## config.mk

```make
export PLATFORM = sky130hd
export DESIGN_NAME = flash_wp_unit
export DESIGN_NICKNAME = d
export VERILOG_FILES = /design/src/rtl/flash_wp_unit.sv
export SDC_FILE = /design/constraint.sdc
export NUM_CORES = 1
export LEC_CHECK = 0
export BUFFER_PORTS_ARGS = -buffer_cell sky130_fd_sc_hd__buf_2
export CAP_MARGIN = 20
export CORE_MARGIN = 5
export CORE_UTILIZATION = 39
export CTS_CLUSTER_SIZE = 16
export DETAILED_ROUTE_END_ITERATION = 10
export GPL_TIMING_DRIVEN = 0
export PLACE_DENSITY = 0.77
export SLEW_MARGIN = 20
export SYNTH_ARGS = -nofsm -noshare
export SYNTH_HDL_FRONTEND = slang
export SYNTH_SLANG_ARGS = --single-unit
```

## constraint.sdc

```tcl
create_clock -name clk -period 3.1 [get_ports clk]
set_input_delay 0.155 -clock clk [delete_from_list [all_inputs] [get_ports clk]]
set_output_delay 0.155 -clock clk [all_outputs]
set_load 0.01 [all_outputs]
```

## src/rtl/flash_wp_unit.sv

```systemverilog
module flash_wp_unit #(
  parameter int ADDR_W = 22,
  parameter int BLK_W  = 6,
  parameter int CODE_W = 3
) (
  input  logic              clk,
  input  logic              rst_n,
  input  logic              wp_pin,
  input  logic              sts_wr,
  input  logic [CODE_W:0]   sts_wdata,
  input  logic              pe_req,
  input  logic [ADDR_W-1:0] pe_addr,
  input  logic              ce_req,
  output logic [CODE_W-1:0] prot_code,
  output logic              lock_bit,
  output logic              pe_grant,
  output logic              pe_deny,
  output logic              ce_grant,
  output logic              ce_deny,
  output logic              sts_rej
);
  localparam int CNT_W = BLK_W + 1;
  localparam logic [CNT_W-1:0] NBLK = CNT_W'(1) << BLK_W;

  logic [CODE_W-1:0] code_q;
  logic              lock_q;
  logic [BLK_W-1:0]  blk;
  logic [CNT_W-1:0]  span;
  logic [CNT_W-1:0]  thr;
  logic              hit;
  logic              frozen;
  logic              code_zero;

  assign blk       = pe_addr[ADDR_W-1 -: BLK_W];
  assign code_zero = (code_q == '0);
  assign span      = CNT_W'(1) << (code_q - CODE_W'(1));
  assign thr       = NBLK - span;
  assign hit       = !code_zero && ({1'b0, blk} >= thr);
  assign frozen    = !wp_pin && lock_q;

  always_ff @(posedge clk or negedge rst_n) begin
    if (!rst_n) begin
      code_q <= '1;
      lock_q <= 1'b0;
    end else if (sts_wr && !frozen) begin
      code_q <= sts_wdata[CODE_W-1:0];
      lock_q <= sts_wdata[CODE_W];
    end
  end

  always_ff @(posedge clk or negedge rst_n) begin
    if (!rst_n) begin
      pe_grant <= 1'b0;
      pe_deny  <= 1'b0;
      ce_grant <= 1'b0;
      ce_deny  <= 1'b0;
      sts_rej  <= 1'b0;
    end else begin
      pe_grant <= pe_req && !hit;
      pe_deny  <= pe_req && hit;
      ce_grant <= ce_req && code_zero;
      ce_deny  <= ce_req && !code_zero;
      sts_rej  <= sts_wr && frozen;
    end
  end

  assign prot_code = code_q;
  assign lock_bit  = lock_q;
endmodule

```

==> impl_metrics.toml <==
[outcome]
outcome = "finished clean"

[worst_setup_path]
r2r-end = "pe_deny$_DFF_PN0_"
crit_start = "prot_code[0]$_DFFE_PN1P_"
cpPeakStageDelay_ns = 0.52
arrival_ns = 2.90
critPathTopFamily = "simple AND/OR/NAND/NOR gates"
startpoint_type = "flop"
end_kind = "flop"
crit_path_top_delay_cell = "dfstp_2"
path_class = "reg -> reg"
crit_chain = "buf_4 > or3b_1 > ha_1 > nor3b_1 > a21oi_1 > mux2i_1 > ha_1 > and4_1 > o21a_1 > a211oi_2 > nor3b_1"
cp_num_buf_inv = 1
crit_fanout = 10
reg2reg_slack_ns = 0.34
ff2ff_path_depth = 11
worstSetupPathDepth = 11
critPathRequiredTime_ns = 3.24
setup.worst_path.end = "pe_deny$_DFF_PN0_"
crit-reg2reg-launch = "prot_code[0]$_DFFE_PN1P_"

[sta]
setup-tns-final_ns = 0
fin_skew_ns = 0.000528
finalHoldViolCount = 0
clock.fmax_ghz = 0.362
slew-limit-headroom_pct = 71.3
slew_viol_final = 0
min_period_over_period_pct = 89.1
tightestPinTransition_ns = 0.426
layout_min_cycle_time_ns = 2.76
rsz0062_at_grt = "false"
setup_viol = 0

[layout]
final_cell_mix = "24 x buf_2, 7 x nand2_1, 6 x ha_1, 6 x dfrtp_1, 4 x inv_1"
areaGrowthSynthToFinish_pct = 30.1
stdcell_count = 103
final_common_cell = "buf_2"
layout-drive-gt1-share_pct = 41.4
final_nets = 126
num_antenna_cells = 0
finalInstanceArea_sq_um = 762

[floorplanning]
core_sq_um = 1470
die_w_um = 48.8
dieHeight_um = 48.8
fp.dieArea_sq_um = 2380
start_util_pct = 39.8
rows = 14
io_pins = 41

[pwr]
leakagePower_nw = 0.401
powerDensity_nw_per_um2 = 535
ir_drop_uv = 382

[logic_synthesis]
ys_types = 28
ys.warnings.count = 0
ys.flop_type = "dfrtp_1"
yosysSeqAreaShare_pct = 39.1
avgSynthCellArea_sq_um = 10.1
syn_nets = 96
synth.cell_area_sq_um = 586
ys_seq_elements = 9
synth_edf_count = 0
synthArstFlopShare_pct = 100
synthCells = 58

[placed_design]
dpl.cell_count = 98
globalplace.congestion = 0.711
dp_hpwl_um = 1060
place_area_sq_um = 726
port_buffers = 24

[global_route]
grt_start_max_net_pins = 11
grt_pass1_wl_um = 2240
overflow = 0
grt_pass1_vias = 552
grt.total_usage_pct = 11.8
antenna_found_initial = 0

[worst_hold_path]
holdCritStartpoint = "wp_pin"
holdCritPathClass = "in -> reg"
whs_path_depth = 2

[clocking]
cts_resized = 0
clock-sinks = 9
cts_tree = "built"
cts.root.buffer_cell = "clkbuf_4"
worst_skew_pair.late_latency_ns = 0.26
clkTransAtPathRegs_ns = 0.06
clockBufferDepth = 2
htree_num_levels = 1
cts_buffers = 3

[route]
avgRoutedWirePerCell_um = 12.3
drt_iter0_drc = 7
viasPerCell = 5.12
vias = 527
antenna_left = 0
detail_route.first_pass.iterations = 2
drc = 0
routed_wirelength_um = 1270

[job]
drv_cap = 0
==> metrics by stage <==
stage | hold WS [ns] | total power [mW] | util (%) | setup WS, ns
finish | 0.0800 | 0.408 | 51.8 | 0.339
detailed placement | 0.0227 | 0.319 | 49.3 | 0.352
CTS | 0.0762 | 0.412 | 51.8 | 0.332
global placement | 0.0106 | 0.309 | 49.3 | 0.442
global route | 0.0670 | 0.443 | 51.8 | 0.0582
floorplan | -0.141 | 0.266 | - | 0.546
==> worst min path at each step <==
stage / end / slack (ns)
CTS: sts_rej$_DFF_PN0_ / 0.08
finish: sts_rej$_DFF_PN0_ / 0.08
floorplan: ce_deny$_DFF_PN0_ / -0.14
global route: sts_rej$_DFF_PN0_ / 0.07
global placement: ce_grant$_DFF_PN0_ / 0.01
detailed placement: ce_deny$_DFF_PN0_ / 0.02
==> cells by family (layout without fill, tap and decap cells) <==
family / count (synthesis) / in the layout / synth area share (%)
XOR/XNOR: 1 / 1 / 1.50
AND/OR/NAND/NOR: 20 / 20 / 18.6
adder cells (fa/ha/maj): 7 / 7 / 14.5
buffers and inverters: 7 / 36 / 6.41
AO/OA/AOI/OAI: 10 / 10 / 12.4
flip-flops: 9 / 9 / 39.1
multiplexers: 4 / 4 / 7.48
==> metal layers <==
| metal | share of wire [%] | vias to the layer above | track usage [%] | routed length (um) |
|---|---|---|---|---|
| met5 | 0 | - | 0 | 0 |
| met3 | 3.1 | 6 | 2.76 | 40 |
| met4 | 3.2 | 0 | 7.62 | 41 |
| met2 | 52 | 13 | 20.4 | 660 |
| met1 | 42 | 243 | 12.5 | 529 |
| li1 | - | 265 | - | - |
==> cells in the mapped netlist, types with 2 or more instances <==
library cell | count | share of area (%)
o21a_1 | 2 | 2.6
dfrtp_1 | 6 | 26
inv_1 | 4 | 2.6
nand2_1 | 7 | 4.5
nor3b_1 | 3 | 3.8
mux2_2 | 3 | 5.8
ha_1 | 6 | 13
nor2_1 | 3 | 1.9
o21ai_0 | 3 | 2.6
dfstp_2 | 3 | 13
==> area by class of cell <==
class,count,area (sq um)
timing repair buffer,25,130
sequential,9,229
fill,156,709
tap,16,20.0
multi-input combinational,42,319
clock buffer,4,26.3
inverter,4,15.0
buffer,3,22.5
==> sequential cells by signal, summed over array words and instances (netlist names) <==
name       count
ce_grant       1
prot_code      3
pe_deny        1
lock_bit       1
ce_deny        1
sts_rej        1
pe_grant       1
==> repair_timing <==
item,in CTS,in global routing
hold buffers,1,0
buffers inserted,0,0
endpoints found under the hold margin,9,0
==> worst reg2reg max path: cells and delay by family, from the launching register on <==
family          cells  cell delay, ns
buf+inv             1            0.15
compound gates      3            0.37
mux                 1            0.17
simple gates        4            0.87
flops               1            0.52
fa+ha+maj           2            0.56
==> power by group <==
group,internal [mW],switching (mW)
clock,0.0497,0.0426
sequential,0.137,0.00634
combinational,0.0825,0.0890
total,0.270,0.138
No activity file was read; power rests on OpenSTA's default activity.
